## src/rtl/sclk_conv_pkg.sv

```systemverilog
package sclk_conv_pkg;

    typedef enum logic [1:0] {
        ST_IDLE = 2'd0,
        ST_WIN  = 2'd1,
        ST_CONV = 2'd2,
        ST_READ = 2'd3
    } seq_state_e;

    localparam int unsigned RED_LIMIT = 6;

endpackage

```

## src/rtl/sclk_conv_sync.sv

```systemverilog
module sclk_conv_sync #(
    parameter int unsigned STAGES = 2
) (
    input  logic clk,
    input  logic rst_n,
    input  logic din,
    output logic level,
    output logic fall,
    output logic rise
);
    logic [STAGES-1:0] chain_q;
    logic              prev_q;

    generate
        for (genvar i = 0; i < STAGES; i++) begin : g_stage
            if (i == 0) begin : g_first
                always_ff @(posedge clk or negedge rst_n) begin
                    if (!rst_n) chain_q[0] <= 1'b1;
                    else        chain_q[0] <= din;
                end
            end else begin : g_next
                always_ff @(posedge clk or negedge rst_n) begin
                    if (!rst_n) chain_q[i] <= 1'b1;
                    else        chain_q[i] <= chain_q[i-1];
                end
            end
        end
    endgenerate

    always_ff @(posedge clk or negedge rst_n) begin
        if (!rst_n) prev_q <= 1'b1;
        else        prev_q <= chain_q[STAGES-1];
    end

    assign level = chain_q[STAGES-1];
    assign fall  = prev_q & ~chain_q[STAGES-1];
    assign rise  = ~prev_q & chain_q[STAGES-1];
endmodule

```

## src/rtl/sclk_conv_timer.sv

```systemverilog
module sclk_conv_timer #(
    parameter int unsigned BASE_CYC = 2056,
    parameter int unsigned CNT_W    = 12,
    parameter int unsigned RED_W    = 3
) (
    input  logic [RED_W-1:0] red,
    output logic [CNT_W-1:0] limit
);
    localparam int unsigned SCALED = BASE_CYC * 10;
    localparam logic [CNT_W-1:0] LIM0 = CNT_W'(SCALED / 10);
    localparam logic [CNT_W-1:0] LIM1 = CNT_W'(SCALED / 20);
    localparam logic [CNT_W-1:0] LIM2 = CNT_W'(SCALED / 40);
    localparam logic [CNT_W-1:0] LIM3 = CNT_W'(SCALED / 78);
    localparam logic [CNT_W-1:0] LIM4 = CNT_W'(SCALED / 151);
    localparam logic [CNT_W-1:0] LIM5 = CNT_W'(SCALED / 286);
    localparam logic [CNT_W-1:0] LIM6 = CNT_W'(SCALED / 514);

    always_comb begin
        case (red)
            RED_W'(0): limit = LIM0;
            RED_W'(1): limit = LIM1;
            RED_W'(2): limit = LIM2;
            RED_W'(3): limit = LIM3;
            RED_W'(4): limit = LIM4;
            RED_W'(5): limit = LIM5;
            default:   limit = LIM6;
        endcase
    end
endmodule

```

## src/rtl/sclk_conv_word.sv

```systemverilog
module sclk_conv_word #(
    parameter int unsigned DATA_W = 16
) (
    input  logic [DATA_W-1:0] raw,
    output logic [DATA_W-1:0] clamped
);
    localparam logic [DATA_W-1:0] RESERVED = {1'b1, {(DATA_W-1){1'b0}}};

    always_comb begin
        if (raw == RESERVED) clamped = RESERVED | DATA_W'(1);
        else                 clamped = raw;
    end
endmodule

```

## src/rtl/sclk_conv_seq.sv

```systemverilog
module sclk_conv_seq
    import sclk_conv_pkg::*;
#(
    parameter int unsigned DATA_W      = 16,
    parameter int unsigned WIN_CYC     = 200,
    parameter int unsigned BASE_CYC    = 2056,
    parameter int unsigned SYNC_STAGES = 2
) (
    input  logic              clk,
    input  logic              rst_n,
    input  logic              sclk_i,
    input  logic [1:0]        chan_sel_i,
    input  logic [DATA_W-1:0] result_i,
    output logic              sdat_o,
    output logic [1:0]        chan_o,
    output logic              sleep_o
);
    localparam int unsigned MAX_RED = RED_LIMIT;
    localparam int unsigned RED_W   = $clog2(MAX_RED + 1);
    localparam int unsigned CNT_MAX = (WIN_CYC > BASE_CYC) ? WIN_CYC : BASE_CYC;
    localparam int unsigned CNT_W   = $clog2(CNT_MAX + 1);
    localparam int unsigned LEFT_W  = $clog2(DATA_W + 1);

    typedef struct packed {
        seq_state_e        st;
        logic [RED_W-1:0]  red;
        logic [CNT_W-1:0]  cnt;
        logic [1:0]        chan;
        logic [DATA_W-1:0] sh;
        logic [LEFT_W-1:0] left;
        logic              sdat;
    } seq_t;

    seq_t q, d;

    logic              s_level, s_fall, s_rise;
    logic [CNT_W-1:0]  conv_lim;
    logic [DATA_W-1:0] word_c;

    sclk_conv_sync #(.STAGES(SYNC_STAGES)) u_sync (
        .clk   (clk),
        .rst_n (rst_n),
        .din   (sclk_i),
        .level (s_level),
        .fall  (s_fall),
        .rise  (s_rise)
    );

    sclk_conv_timer #(.BASE_CYC(BASE_CYC), .CNT_W(CNT_W), .RED_W(RED_W)) u_timer (
        .red   (q.red),
        .limit (conv_lim)
    );

    sclk_conv_word #(.DATA_W(DATA_W)) u_word (
        .raw     (result_i),
        .clamped (word_c)
    );

    always_comb begin
        d = q;
        case (q.st)
            ST_IDLE: begin
                if (s_fall) begin
                    d.st   = ST_WIN;
                    d.cnt  = '0;
                    d.red  = '0;
                    d.sdat = 1'b0;
                    d.chan = chan_sel_i;
                end
            end
            ST_WIN: begin
                d.cnt = q.cnt + CNT_W'(1);
                if (s_rise) d.sdat = 1'b0;
                if (s_fall && (q.red < RED_W'(MAX_RED))) begin
                    d.red  = q.red + RED_W'(1);
                    d.sdat = 1'b1;
                end
                if (q.cnt == CNT_W'(WIN_CYC - 1)) begin
                    d.st   = ST_CONV;
                    d.cnt  = '0;
                    d.red  = q.red;
                    d.sdat = 1'b0;
                end
            end
            ST_CONV: begin
                d.cnt = q.cnt + CNT_W'(1);
                if (q.cnt == conv_lim - CNT_W'(1)) begin
                    d.st   = ST_READ;
                    d.cnt  = '0;
                    d.sdat = 1'b1;
                    d.sh   = word_c;
                    d.left = LEFT_W'(DATA_W) - LEFT_W'(q.red);
                end
            end
            default: begin
                if (s_fall) begin
                    if (q.left != '0) begin
                        d.sdat = q.sh[DATA_W-1];
                        d.sh   = q.sh << 1;
                        d.left = q.left - LEFT_W'(1);
                    end else begin
                        d.st   = ST_WIN;
                        d.cnt  = '0;
                        d.red  = '0;
                        d.sdat = 1'b0;
                        d.chan = chan_sel_i;
                    end
                end
            end
        endcase
    end

    always_ff @(posedge clk or negedge rst_n) begin
        if (!rst_n) begin
            q.st   <= ST_IDLE;
            q.red  <= '0;
            q.cnt  <= '0;
            q.chan <= 2'd0;
            q.sh   <= '0;
            q.left <= '0;
            q.sdat <= 1'b1;
        end else begin
            q <= d;
        end
    end

    assign sdat_o  = q.sdat;
    assign chan_o  = q.chan;
    assign sleep_o = (q.st == ST_IDLE) || (q.st == ST_READ);


    red_cap_chk: assert property (@(posedge clk) disable iff (!rst_n)
        q.red <= RED_W'(MAX_RED));


    busy_low_chk: assert property (@(posedge clk) disable iff (!rst_n)
        (q.st == ST_CONV) |-> !sdat_o);


    done_high_chk: assert property (@(posedge clk) disable iff (!rst_n)
        ($past(q.st) == ST_CONV && q.st == ST_READ) |-> sdat_o);


    chan_hold_chk: assert property (@(posedge clk) disable iff (!rst_n)
        !$stable(chan_o) |-> (q.st == ST_WIN && q.cnt == '0));


    left_bound_chk: assert property (@(posedge clk) disable iff (!rst_n)
        (q.st == ST_READ) |-> (q.left <= LEFT_W'(DATA_W) - LEFT_W'(q.red)));


    ack_low_clk_chk: assert property (@(posedge clk) disable iff (!rst_n)
        (q.st == ST_WIN && sdat_o) |-> $past(!s_level));
endmodule

```

## config.mk

```make
export PLATFORM = sky130hd
export DESIGN_NAME = sclk_conv_seq
export DESIGN_NICKNAME = d
export VERILOG_FILES = /design/src/rtl/sclk_conv_pkg.sv /design/src/rtl/sclk_conv_sync.sv /design/src/rtl/sclk_conv_timer.sv /design/src/rtl/sclk_conv_word.sv /design/src/rtl/sclk_conv_seq.sv
export SDC_FILE = /design/constraint.sdc
export NUM_CORES = 1
export LEC_CHECK = 0
export BUFFER_PORTS_ARGS = -buffer_cell sky130_fd_sc_hd__buf_2
export CAP_MARGIN = 25
export CORE_MARGIN = 1.5
export CORE_UTILIZATION = 35
export CTS_CLUSTER_DIAMETER = 120
export DETAILED_ROUTE_END_ITERATION = 8
export GPL_TIMING_DRIVEN = 0
export SLEW_MARGIN = 10
export SYNTH_ARGS = -nofsm -noshare
export SYNTH_HDL_FRONTEND = slang
export SYNTH_SLANG_ARGS = --single-unit
```

## constraint.sdc

```tcl
create_clock -name clk -period 3.3 [get_ports clk]
set_clock_uncertainty 0.2 [all_clocks]
set_input_delay 0.495 -clock clk [delete_from_list [all_inputs] [get_ports clk]]
set_output_delay 0.495 -clock clk [all_outputs]
set_load 0.005 [all_outputs]
```

## After elaboration in Yosys (flattened, before gate mapping)

Index checks and enable logic that the tools add are counted.

- Flip-flop bits (word level): 44
- Output and inout bits: 4
- Word-level logic and storage cells: 82

- Add/sub/neg operators: 5
- Magnitude comparators: 1
- Equality and inequality tests: 20
- Multiplexer cells: 22
- Bitwise gates (word level): 7
- Reductions and logical operators: 17

Operator list:

| operator | number |
|---|---|
| one-hot mux 12 bit (6 select lines) | 1 |
| one-hot mux 21 bit (2 select lines) | 1 |
| 2-to-1 mux 41 bit | 1 |
| 2-to-1 mux 19 bit | 2 |
| one-hot mux 12 bit (3 select lines) | 1 |
| 2-to-1 mux 22 bit | 1 |
| 2-to-1 mux 21 bit | 1 |
| 2-to-1 mux 17 bit | 1 |
| == test 16 bit (second input constant) | 1 |
| 2-to-1 mux 16 bit | 1 |
| adder 12 x 1 -> 12 bit (second input constant) | 1 |
| == test 12 bit | 1 |
| == test 12 x 8 -> 1 bit (second input constant) | 1 |
| 2-to-1 mux 12 bit | 1 |
| subtractor 12 x 1 -> 12 bit (second input constant) | 1 |
| inequality test 2 bit (second input constant) | 5 |
| one-hot mux 3 bit (3 select lines) | 1 |
| AND reduction 4 bit | 2 |
| == test 3 x 2 -> 1 bit (second input constant) | 2 |
| == test 3 bit (second input constant) | 2 |
| one-hot mux 2 bit (3 select lines) | 1 |
| AND reduction 3 bit | 2 |
| AND reduction 6 bit | 1 |
| nonzero test 2 bit | 3 |
| other kinds (26) | 37 |

## Logic depth before layout (Yosys ltp)

Gate-level depths: netlist of run 1.

- Word-level depth: 6
- Depth in mapped cells: 13

## Modules after synthesis

A second synthesis of run 1 with hierarchy kept.

- Cells, all modules: 365
- Area, all modules: 3300.7 um^2

Modules (own cells, without submodules):

| module | times used | cells each | area each (um^2) | seq. area each (um^2) |
|---|---|---|---|---|
| sclk_conv_seq | 1 | 323 | 3005.4 | 1027.2 |
| sclk_conv_word | 1 | 20 | 105.1 | 0.0 |
| sclk_conv_timer | 1 | 17 | 96.3 | 0.0 |
| sclk_conv_sync | 1 | 5 | 93.8 | 78.8 |

## Worst setup path before layout of run 1

OpenSTA, ideal clock, no wires.

- Kind: register to register
- Start point: register, netlist name q[37]
- End point: register q[20] (netlist bit)
- Setup time: 137 ps
- Arrival: 2850 ps
- Slack: 113 ps
- Cell stages (with the launch flop): 14
- Clock period less this slack: 3187 ps
- Path through: dfrtp_1 > inv_1 > ha_1 > and3b_1 > a21oi_1 > ha_1 > nand2b_1 > nor4_4 > o21bai_2 > o2111ai_2 > nor4b_4 > buf_6 > mux2i_1 > a21oi_1

- Longest elaborated chain between the ends: 6

RTL lines:

| item | line | source |
|---|---|---|
| == test 3 bit (tied with other cells) | sclk_conv_timer.sv:19 | `case (red)` |
| one-hot mux 12 bit (6 select lines) * | sclk_conv_timer.sv:19 |  |
| subtractor 12 x 1 -> 12 bit * | sclk_conv_seq.sv:87 | `if (q.cnt == conv_lim - CNT_W'(1)) begin` |
| == test 12 bit * | sclk_conv_seq.sv:87 |  |
| inequality test 2 bit (no source line) * | n/a |  |
| AND reduction 4 bit (no source line) * | n/a |  |
| to (decl) | sclk_conv_seq.sv:34 | `seq_t q, d;` |

Every way passes the cells marked *; elsewhere a longest branch is shown, timed or not.
A chain may end at the register's enable or synchronous reset.

## Worst setup path in the final report of run 1

- Start point: register, netlist name q[36]
- End point: register q[14] (netlist bit)

- Longest elaborated chain between the ends: 6

RTL lines:

| item | line |
|---|---|
| == test 3 bit (tied with other cells) | sclk_conv_timer.sv:19 |
| one-hot mux 12 bit (6 select lines) * | sclk_conv_timer.sv:19 |
| subtractor 12 x 1 -> 12 bit * | sclk_conv_seq.sv:87 |
| == test 12 bit * | sclk_conv_seq.sv:87 |
| inequality test 2 bit (no source line) * | n/a |
| AND reduction 4 bit (no source line) * | n/a |

Marked as above.

==> metrics.md, run 1 <==
| Metric | Value |
|---|---|
| CTS tree | `done` |
| Final worst-path cycle share | `99.1%` |
| Synthesized instance count | `356` |
| Avg Inst Size Synth | `8.98 um^2` |
| Classification of the worst setup path | `flop to flop` |
| Final wirelength | `8150 um` |
| Ports | `25` |
| Critical Path RT | `3.26 ns` |
| Distinct cells, synth | `61` |
| Overflow after GRT | `0` |
| Delay of the slowest critical-path stage | `0.46 ns` |
| Top achievable clock speed | `306 MHz` |
| Ys flop type | `dfrtp_1` |
| Final setup margin | `0.0302 ns` |
| Antenna violations before repair | `0` |
| HP Class | `primary input to flop` |
| Routability congestion estimate | `0.869` |
| Launch point of the worst path | `q[36]$_DFFE_PN0P_` |
| Number of setup violations in the final report | `0` |
| Pwr Density | `560 mW/mm^2` |
| Leading post-synthesis cells by instance count | `40 x dfrtp_1, 25 x a21oi_1, 24 x nand2b_1` |
| First-pass GRT wire length | `13400 um` |
| DPL Wire Length | `5820 um` |
| Final #Nets | `442` |
| Diode count | `0` |
| Vias/cell | `5.64` |
| IO Port Bufs | `24` |
| Residual DRC | `0` |
| DR iter-0 viols | `182` |
| Crit Reg-Reg Endpoint | `q[14]$_DFFE_PN0P_` |
| Min Tclk post-route | `3.27 ns` |
| Detail Route Antenna Nets | `0` |
| Initial Util | `36.3%` |
| Synth top area share | `31.3%` |
| Highest routed layer | `met4` |
| Number of max-cap violations | `0` |
| Pleak | `1.55 nW` |
| P&R area growth vs syn | `23.9%` |
| M1 WL | `3930 um` |
| Placed Area | `0.00348 mm^2` |
| Synth Register Bits | `44` |
| CP Capture Type | `flop` |
| DR WL met2 | `3960 um` |
| Final instance area | `0.00396 mm^2` |
| Placed cell count | `490` |
| Largest net degree at the start of global routing | `28` |
| Vias | `2899` |
| GRT Overall Usage | `16.9%` |
| 1st-pass router iterations | `4` |
| RSZ-0062 raised after global routing | `true` |
| CP max FO | `8` |
| WL met3 | `193 um` |
| Post-Place Setup Slack | `-0.569 ns` |
| Chip width | `98.6 um` |
| Rel. slew slack | `38.8%` |
| Worst skew pair latency | `0.30 ns` |
| CTS sink count | `44` |
| Core ar. | `0.00881 mm^2` |
| Slew Viols, Final | `0` |
| Cell Chain, Critical Path | `ha_4 -> and3b_2 -> nor2_1 -> ha_2 -> nand2b_4 -> nor4_4 -> o21bai_4 -> o2111ai_4 -> nor4b_4 -> buf_6 -> clkbuf_16 -> mux2i_1 -> a21oi_1` |
| Final non-filler cell total | `514` |
| Least-Margin Pin Slew | `0.911 ns` |
| Mapped Nets | `393` |
| CTS Root Cell | `clkbuf_8` |
| FF-to-FF path depth | `13` |
| Final hold vios | `0` |
| Filler Cell Count | `851` |
| Clk slew on worst S/H paths | `0.09 ns` |
| Yosys Warn Count | `0` |
| Hold Path Depth | `1` |
| Layout cells sized above 1 | `23.9%` |
| Ys async rst share | `100%` |
| Number of synthesized flops with an enable pin | `0` |
| Synthesized area | `0.00320 mm^2` |
| Drt wl/cell | `15.9 um` |
| Critical path data arrival time | `3.23 ns` |
| Setup TNS | `0 ns` |
| Crit start category | `flop` |
| Count leader, synth | `dfrtp_1` |
| Max H-tree Level | `2` |
| Worst r2r src | `q[36]$_DFFE_PN0P_` |
| Outcome | `completed` |
| Cts bufs inserted | `5` |
| Worst R2R Setup Slack | `0.03 ns` |
| Top post-synthesis cells by area | `dfrtp_1 31%, mux2i_1 6.6%, ha_1 6.3%, nand2b_1 4.7%, a21oi_1 3.9%` |
| Vias in the first global route | `2729` |
| WHS Endpoint | `u_sync.chain_q[0]$_DFF_PN1_` |
| Full die area | `0.00972 mm^2` |
| Row cnt | `34` |
| Worst vdd ir | `0.000181 V` |
| Critical path's slowest cell | `dfrtp_2` |
| Final hold slack | `0.0968 ns` |
| Post-synthesis sequential area ratio | `34.6%` |
| Clock tree buffer depth | `2` |
| Synth area leader | `dfrtp_1` |
| Hold path start | `sclk_i` |
| Die Y | `98.6 um` |
[worst max-delay path by stage]
stage                     slack [ns]  cells after the start                 to
after floorplan                 0.11                     13  q[20]$_DFFE_PN0P_
after global placement         -0.50                     13  q[19]$_DFFE_PN0P_
after detailed placement       -0.57                     12  q[35]$_DFFE_PN0P_
after CTS                       0.01                     13   q[3]$_DFFE_PN0P_
after global routing           -0.09                     14  q[19]$_DFFE_PN0P_
final                           0.03                     13  q[14]$_DFFE_PN0P_
[cells by family after synthesis]
group | after synthesis | share of synthesized area [%]
compound gates | 97 | 19.8
xor+xnor | 9 | 2.46
fa+ha+maj | 16 | 6.26
simple gates | 132 | 23.8
mux | 26 | 8.33
flops | 44 | 34.6
buf+inv | 32 | 4.77
[critical path: cells and delay by family, from the launching register on]
family / cells / cell delay (ns)
and+or+nand+nor: 5 / 1.05
DFF: 1 / 0.46
AOI/OAI and AO/OA: 3 / 0.43
adders and majority gates: 2 / 0.41
buffers and inverters: 2 / 0.39
muxes: 1 / 0.17
[cells in the final DEF, fill, tap and decap left out, drive strengths merged, types with 3 or more instances in the layout]
master	instances
mux2i	21
nor4	4
o21a	3
nand2b	24
a211o	4
nor4b	6
o22ai	17
a21oi	25
inv	12
dfstp	4
o31ai	4
nand4	5
a21o	3
xnor2	5
xor2	4
nor4bb	3
nand2	20
and2	4
nand3	9
nor2	23
buf	46
nor3	16
dfrtp	40
ha	16
or3	3
o21ai	19
clkbuf	22
and3	7
mux2	5
[layer usage]
metal	vias to the layer above	global-route usage, %
li1	1407	-
met1	1438	24.0
met2	48	27.5
met3	6	1.99
met4	0	4.40
met5	-	0
[power breakdown]
| part | total, W | switching, W | leakage (nW) | internal, W |
|---|---|---|---|---|
| combinational | 0.00120 | 0.000649 | 1.00 | 0.000552 |
| clock | 0.000363 | 0.000192 | 0.0445 | 0.000170 |
| sequential | 0.000655 | 0.0000590 | 0.503 | 0.000596 |
[what timing repair did]
| action | in CTS | in global routing |
|---|---|---|
| hold buffers | 1 | 0 |
| pin swaps | 2 | 21 |
| hold endpoints to repair | 16 | 0 |
| endpoints found under the setup margin | 36 | 35 |
| buffers inserted | 5 | 8 |
| gates cloned | 0 | 2 |
| gates resized for setup | 13 | 37 |
[per-stage QoR]
step	total power [W]	util [%]
after floorplan	0.00134	-
final	0.00222	45.0
after detailed placement	0.00160	39.5
after CTS	0.00204	41.8
after global routing	0.00238	45.0
after global placement	0.00157	39.2
[state kept, by name, indices dropped and copies added, names as in the netlist]
name / flops
u_sync.prev_q: 1
chan_o: 2
sdat_o: 1
u_sync.chain_q: 1
u_sync.level: 1
q: 38
[area by class of cell]
type | instances | area [um^2] | share of cell area [%]
multi-input cells | 280 | 2140 | 54.0
flip-flops and latches | 44 | 1110 | 28.0
well taps | 108 | 135 | 3.41
clock buffers | 7 | 86.3 | 2.18
inverters | 12 | 47.5 | 1.20
plain buffers | 20 | 128 | 3.22
clock inverters | 1 | 7.51 | 0.189
repair buffers | 42 | 310 | 7.83
Power figures use the tool's default switching activity.
==> run 2, diff against run 1 <==
- SYNTH_HIERARCHICAL: default -> 1
==> metrics.md, run 2 <==
| Metric | Value |
|---|---|
| Family with the most delay on the worst path | `simple AND/OR/NAND/NOR gates` |
| Seq pwr share | `33.3% (+3.8 points)` |
| Critical path data arrival time | `3.19 ns (-0.04 ns)` |
| Placed Area | `0.00358 mm^2 (+2.9%)` |
| Distinct cells, synth | `64 (+4.9%)` |
| FF-to-FF path depth | `13 (unchanged)` |
| Routability congestion estimate | `0.817 (-6.1%)` |
| Cell Chain, Critical Path | `and3b_2 -> nand2b_4 -> inv_1 -> ha_1 -> buf_4 -> or3b_4 -> a21boi_1 -> o22ai_2 -> and4_4 -> a41o_4 -> buf_6 -> o21ai_0 -> a21o_1` |
| Ys flop type | `dfrtp_1` |
| Switching power total | `0.000659 W (-27%)` |
| Ports | `25 (unchanged)` |
| Count leader, synth | `dfrtp_1` |
| Mapped Nets | `397 (+1.0%)` |
| Internal power | `0.00112 W (-15%)` |
| CP bufs+invs | `3 (+1)` |
| Worst skew pair latency | `0.30 ns (about the same)` |
| Max H-tree Level | `2 (unchanged)` |
| Classification of the worst setup path | `flop to flop` |
| Most frequent cells in the layout | `37 x dfrtp_1, 29 x clkbuf_1, 27 x o21ai_0` |
| Final worst-path cycle share | `96.5% (-2.5 points)` |
| Worst vdd ir | `0.000180 V (-0.89%)` |
| Vias/cell | `5.48 (-2.8%)` |
| IO Port Bufs | `24 (unchanged)` |
| Post-synthesis mux area share | `8.98% (+0.65 points)` |
| Critical Path RT | `3.30 ns (+0.04 ns)` |
| CTS Root Cell | `clkbuf_8` |
| Avg Inst Size Synth | `9.04 um^2 (+0.66%)` |
| Main combinational cell family by area after synthesis | `simple AND/OR/NAND/NOR gates` |
| Final Util | `41.5% (-3.5 points)` |
| Post-synthesis sequential area ratio | `33.5% (-1.1 points)` |
| Core ar. | `0.00920 mm^2 (+4.4%)` |
| CP Capture Type | `flop` |
| Switch share | `37.1% (-3.4 points)` |
| Pleak | `1.76 nW (+13%)` |
| P&R area growth vs syn | `15.6%` |
| DPL Wire Length | `5620 um (-3.4%)` |
| Initial Util | `35.9% (-0.43 points)` |
| HP Class | `primary input to flop` |
| Overflow after GRT | `0 (unchanged)` |
| Final hold vios | `0 (unchanged)` |
| Outcome | `completed` |
| Slew Viols, Final | `0 (unchanged)` |
| Number of synthesized flops with an enable pin | `0 (unchanged)` |
| Synth area leader | `dfrtp_1` |
| Synthesized instance count | `365 (+2.5%)` |
| Number of max-cap violations | `0 (unchanged)` |
| Synthesized area | `0.00330 mm^2 (+3.2%)` |
| Top achievable clock speed | `314 MHz (+2.6%)` |
| Combinational power share | `46.3% (-7.8 points)` |
| Detail Route Antenna Nets | `0 (unchanged)` |
| Compound-Gate Fraction of Synth Area | `20.2% (+0.41 points)` |
| Clk slew on worst S/H paths | `0.09 ns (about the same)` |
| Rel. slew slack | `42.3% (+3.5 points)` |
| Full die area | `0.0100 mm^2 (+3.1%)` |
| Final hold slack | `0.0946 ns (-0.00223 ns)` |
| Top post-synthesis cells by area | `dfrtp_1 30%, mux2i_1 7.3%, o21ai_0 4.2%, ha_1 4.2%, a22oi_1 3.6%` |
| Delay of the slowest critical-path stage | `0.44 ns (-0.02 ns)` |
| Post-synthesis simple-gate area fraction | `21.4% (-2.4 points)` |
| Pwr Density | `465 mW/mm^2 (-17%)` |
| Residual DRC | `0 (unchanged)` |
| Final instance area | `0.00382 mm^2 (-3.7%)` |
| First-pass GRT wire length | `13300 um (-1.1%)` |
| Worst R2R Setup Slack | `0.11 ns (+0.08 ns)` |
| Least-Margin Pin Slew | `0.857 ns (-0.0538 ns)` |
| Layout cells sized above 1 | `22.1% (-1.8 points)` |
| Yosys Warn Count | `6 (+6)` |
| Final wirelength | `7750 um (-4.9%)` |
| CTS sink count | `44 (unchanged)` |
| DR iter-0 viols | `146 (-20%)` |
| Hold Path Depth | `1 (unchanged)` |
| Cts bufs inserted | `5 (unchanged)` |
| CTS tree | `done` |
| Most flop-heavy register | `q` |
| Clock tree buffer depth | `2 (unchanged)` |
| Drt wl/cell | `15.0 um (-5.6%)` |
| Min Tclk post-route | `3.19 ns (-0.0837 ns)` |
| Placed cell count | `501 (+2.2%)` |
| Number of setup violations in the final report | `0 (unchanged)` |
| Filler Cell Count | `932 (+9.5%)` |
| Leading post-synthesis cells by instance count | `40 x dfrtp_1, 28 x clkbuf_1, 28 x o21ai_0` |
| Diode count | `0 (unchanged)` |
| Clock group share of total power | `20.4% (+4.1 points)` |
| Max reg flops | `38 (unchanged)` |
| Crit start category | `flop` |
| Final #Nets | `438 (-0.90%)` |
| Vias | `2839 (-2.1%)` |
| Chip width | `100 um (+1.5%)` |
| Vias in the first global route | `2796 (+2.5%)` |
| CP Depth | `13 (unchanged)` |
| Die Y | `100 um (+1.5%)` |
| Row cnt | `35 (+2.9%)` |
| Synth top area share | `30.3% (-0.97 points)` |
| Critical path's slowest cell | `dfrtp_2` |
| 1st-pass router iterations | `4 (unchanged)` |
| CP max FO | `10 (+2)` |
| XOR/XNOR share of the synthesized area | `4.51% (+2.0 points)` |
| Antenna violations before repair | `0 (unchanged)` |
| Final non-filler cell total | `518 (+0.78%)` |
| Commonest non-fill, non-tap cell in the layout | `dfrtp_1` |
| GRT Overall Usage | `16.2% (-0.74 points)` |
| Ys async rst share | `100% (unchanged)` |
| Synth Area in Adders | `4.17% (-2.1 points)` |
| Largest net degree at the start of global routing | `30 (+7.1%)` |
| Synth Register Bits | `44 (unchanged)` |
[run 2: cell count changes in the layout (fill, tap and decap cells not counted), sizes merged, moves of 8 or more]
cell / change
and2: +14
o21ai: +16
nand2b: -15
a22oi: +14
clkbuf: +13
a21oi: -15
nor2: -8
o22ai: -15
[run 2: cells by family (layout without fill, tap and decap cells)]
family,count (synthesis),count (layout)
compound gates,94,94
xor+xnor,17,17
fa+ha+maj,11,11
buf+inv,53,95
flops,44,44
mux,29,29
other cells,1,1
simple gates,116,116
[run 2: metal layers]
| metal | track usage (%) | part of all wire [%] | up-vias |
|---|---|---|---|
| li1 | - | - | 1385 |
| met1 | 21.5 | 47 | 1393 |
| met2 | 27.5 | 49 | 50 |
| met3 | 2.51 | 3.2 | 11 |
| met4 | 4.01 | 0.97 | 0 |
| met5 | 0 | 0 | - |
[run 2: repair_timing]
action | 4_1_cts | 5_1_grt
gates resized for setup | 9 | 11
setup buffers | 2 | 6
pin swaps | 0 | 6
endpoints found under the hold margin | 14 | 0
hold buffers | 1 | 0
setup endpoints to repair | 36 | 36
[run 2: layout make-up]
cell class	instances	area, um^2	share of cell area, %
tap	111	139	3.64
clock buffer	7	86.3	2.26
inverter	16	60.1	1.57
clock inverter	1	7.51	0.197
sequential	44	1110	29.1
buffer	37	185	4.85
timing repair buffer	34	210	5.51
multi-input combinational	268	2020	52.9
[run 2: worst reg2reg max path: cells and delay by family, from the launching register on]
family / cells / cell delay [ns]
DFF: 1 / 0.44
buffers and inverters: 3 / 0.37
adders and majority gates: 1 / 0.13
and+or+nand+nor: 4 / 1.09
AOI/OAI and AO/OA: 5 / 0.87
[run 2: per-stage QoR]
step           setup TNS (ns)  setup WS, ns  total power, W
6_report                    0         0.114         0.00177
3_5_place_dp            -4.46        -0.210         0.00126
3_3_place_gp            -3.41        -0.195         0.00124
5_1_grt               -0.0519       -0.0289         0.00189
2_1_floorplan               0         0.168         0.00112
4_1_cts                     0        0.0199         0.00168
[run 2: worst paths after layout]
kind | end | start
max | q[32]$_DFFE_PN0P_ | q[38]$_DFFE_PN0P_
min | u_sync/chain_q[0]$_DFF_PN1_ | sclk_i
min in group asynchronous | q[26]$_DFFE_PN0P_ | rst_n
max in group asynchronous | sdat_o$_DFFE_PN1P_ | rst_n
min reg2reg | u_sync/level$_DFF_PN1_ | u_sync/chain_q[0]$_DFF_PN1_
max reg2reg | q[32]$_DFFE_PN0P_ | q[38]$_DFFE_PN0P_
[run 2: power groups by stage]
stage                     logic [W]  clock network [W]  registers (W)
after floorplan            0.000513                  0       0.000607
after global placement     0.000625                  0       0.000617
after detailed placement   0.000639                  0       0.000619
after CTS                  0.000705           0.000374       0.000600
after global routing       0.000904           0.000391       0.000595
final                      0.000821           0.000362       0.000591
==> run 3, diff against run 2 <==
- CELL_PAD_IN_SITES_DETAIL_PLACEMENT: default -> 0
- CELL_PAD_IN_SITES_GLOBAL_PLACEMENT: default -> 2
- CORE_UTILIZATION: 35 -> 34
- PLACE_DENSITY_LB_ADDON: default -> 0.1
- SLEW_MARGIN: 10 -> 0
==> metrics.md, run 3 (same netlist as run 2, synthesis figures left out) <==
| Metric | Value |
|---|---|
| Final wirelength | `8800 um (+13%)` |
| Combinational power share | `48.8% (+2.5 points)` |
| FF/Latch Area | `0.00111 mm^2 (unchanged)` |
| Final instance area | `0.00394 mm^2 (+3.3%)` |
| Most frequent cells in the layout | `37 x dfrtp_1, 29 x clkbuf_1, 26 x o21ai_0` |
| HP Class | `primary input to flop` |
| Final setup margin | `0.118 ns (+0.00448 ns)` |
| CP max FO | `7 (-3)` |
| Outcome | `completed` |
| Final hold vios | `0 (unchanged)` |
| Min Tclk post-route | `3.18 ns (-0.00448 ns)` |
| Classification of the worst setup path | `flop to flop` |
| Worst skew pair latency | `0.31 ns (about the same)` |
| CTS tree | `done` |
| Switching power total | `0.000723 W (+9.8%)` |
| Seq pwr share | `31.4% (-1.9 points)` |
| 1st-pass router iterations | `4 (unchanged)` |
| Full die area | `0.0103 mm^2 (+2.9%)` |
| Number of max-cap violations | `0 (unchanged)` |
| Worst vdd ir | `0.000196 V (+9.0%)` |
| Pleak | `1.80 nW (+2.3%)` |
| Final hold slack | `0.0773 ns (-0.0173 ns)` |
| Total Power | `0.00191 W (+7.4%)` |
| Top achievable clock speed | `314 MHz (+0.14%)` |
| Routability congestion estimate | `0.744 (-8.9%)` |
| IO Port Bufs | `24 (unchanged)` |
| Worst r2r src | `q[37]$_DFFE_PN0P_` |
| Filler Cell Count | `963 (+3.3%)` |
| Ports | `25 (unchanged)` |
| Pwr Density | `484 mW/mm^2 (+4.0%)` |
| Vias/cell | `5.22 (-4.8%)` |
| Chip width | `102 um (+1.4%)` |
| Largest net degree at the start of global routing | `34 (+13%)` |
| Launch point of the worst path | `q[37]$_DFFE_PN0P_` |
| GRT Overall Usage | `17.9% (+1.8 points)` |
| Rel. slew slack | `61.2% (+19 points)` |
| Max reg flops | `38 (unchanged)` |
| Initial Util | `35.4% (-0.51 points)` |
| Hold path start | `sclk_i` |
| Residual DRC | `0 (unchanged)` |
| Critical Path RT | `3.35 ns (+0.05 ns)` |
| Worst R2R Setup Slack | `0.12 ns (about the same)` |
| Number of setup violations in the final report | `0 (unchanged)` |
| First-pass GRT wire length | `14400 um (+8.7%)` |
| Final non-filler cell total | `542 (+4.6%)` |
| Clk slew on worst S/H paths | `0.09 ns (about the same)` |
| Antenna violations before repair | `0 (unchanged)` |
| Clock group share of total power | `19.8% (-0.6 points)` |
| Vias | `2828 (-0.39%)` |
| Final #Nets | `444 (+1.4%)` |
| Core ar. | `0.00933 mm^2 (+1.4%)` |
| Max H-tree Level | `2 (unchanged)` |
| Placed cell count | `519 (+3.6%)` |
| DR iter-0 viols | `122 (-16%)` |
| Cts bufs inserted | `5 (unchanged)` |
| Drt wl/cell | `16.2 um (+8.4%)` |
| Detail Route Antenna Nets | `0 (unchanged)` |
| Vias in the first global route | `2787 (-0.32%)` |
| Least-Margin Pin Slew | `0.578 ns (-0.279 ns)` |
| Clock tree buffer depth | `2 (unchanged)` |
| Final worst-path cycle share | `96.4% (-0.14 points)` |
| Switch share | `38.0% (+0.83 points)` |
| Overflow after GRT | `0 (unchanged)` |
| Crit start category | `flop` |
| Die Y | `102 um (+1.4%)` |
| Most flop-heavy register | `q` |
| Row cnt | `35 (unchanged)` |
| CTS Root Cell | `clkbuf_8` |
| Slew Viols, Final | `0 (unchanged)` |
| CTS sink count | `44 (unchanged)` |
| CP Capture Type | `flop` |
| DPL Wire Length | `6290 um (+12%)` |
| Placed Area | `0.00360 mm^2 (+0.63%)` |
| Commonest non-fill, non-tap cell in the layout | `dfrtp_1` |
| Post-Place Setup Slack | `-0.347 ns (-0.137 ns)` |
| Internal power | `0.00118 W (+6.0%)` |
| Critical path data arrival time | `3.23 ns (+0.04 ns)` |
| P&R area growth vs syn | `19.4%` |
| RSZ-0062 raised after global routing | `false` |
| Diode count | `0 (unchanged)` |
| Area taken by multi-input logic gates | `0.00205 mm^2 (+1.4%)` |
| Layout cells sized above 1 | `24.0% (+1.9 points)` |
-- run 3: stage by stage --
step | utilization [%] | TNS (ns)
finish | 42.3 | 0
floorplan | - | 0
global route | 42.3 | 0
detailed placement | 38.6 | -8.38
CTS | 40.4 | 0
global placement | 38.4 | -8.00
-- run 3: final cells by class --
type                       instances  area share (%)
inverter                          16            1.52
multi-input combinational        268            51.9
buffer                            37            4.98
tap                              129            4.10
clock buffer                       7            2.19
clock inverter                     1           0.190
sequential                        44            28.2
timing repair buffer              40            6.92
-- run 3: path summary, 6_finish.rpt --
kind                       cells after the start                          end
min                                            1  u_sync/chain_q[0]$_DFF_PN1_
min reg2reg                                    0       u_sync/level$_DFF_PN1_
max reg2reg                                   13            q[32]$_DFFE_PN0P_
max                                           13            q[32]$_DFFE_PN0P_
min in group asynchronous                      2             q[5]$_DFFE_PN0P_
max in group asynchronous                      3  u_sync/chain_q[0]$_DFF_PN1_
-- run 3: critical path: stages (launching register included) --
cell       delay (ns)
dfrtp_2          0.45
and3b_2          0.26
nand2b_4         0.17
inv_2            0.07
ha_4             0.12
buf_6            0.12
or3b_4           0.39
a311oi_2         0.28
o22ai_2          0.10
and4_4           0.19
a41o_4           0.30
clkbuf_16        0.17
nor4b_2          0.20
a21o_1           0.11
-- run 3: timing repair --
action	in CTS	in global routing
pin swaps	1	7
endpoints found under the setup margin	36	36
hold buffers	1	0
buffers inserted	3	10
cloned	0	1
resized for setup	12	18
hold endpoints to repair	10	0
-- run 3: power by group through the flow --
stage	registers (W)	clock network (W)	logic, W
2_1_floorplan	0.000607	0	0.000513
3_3_place_gp	0.000619	0	0.000649
3_5_place_dp	0.000622	0	0.000649
4_1_cts	0.000600	0.000389	0.000722
5_1_grt	0.000603	0.000410	0.00103
6_report	0.000598	0.000377	0.000930
-- run 3: per-layer routing --
metal  GRT usage [%]  wire (um)  vias to the layer above
met5               0          0                        -
met4            3.63         67                        0
met3            2.62        208                        6
met2            28.0       3950                       39
met1            26.4       4570                     1384
li1                -          -                     1399
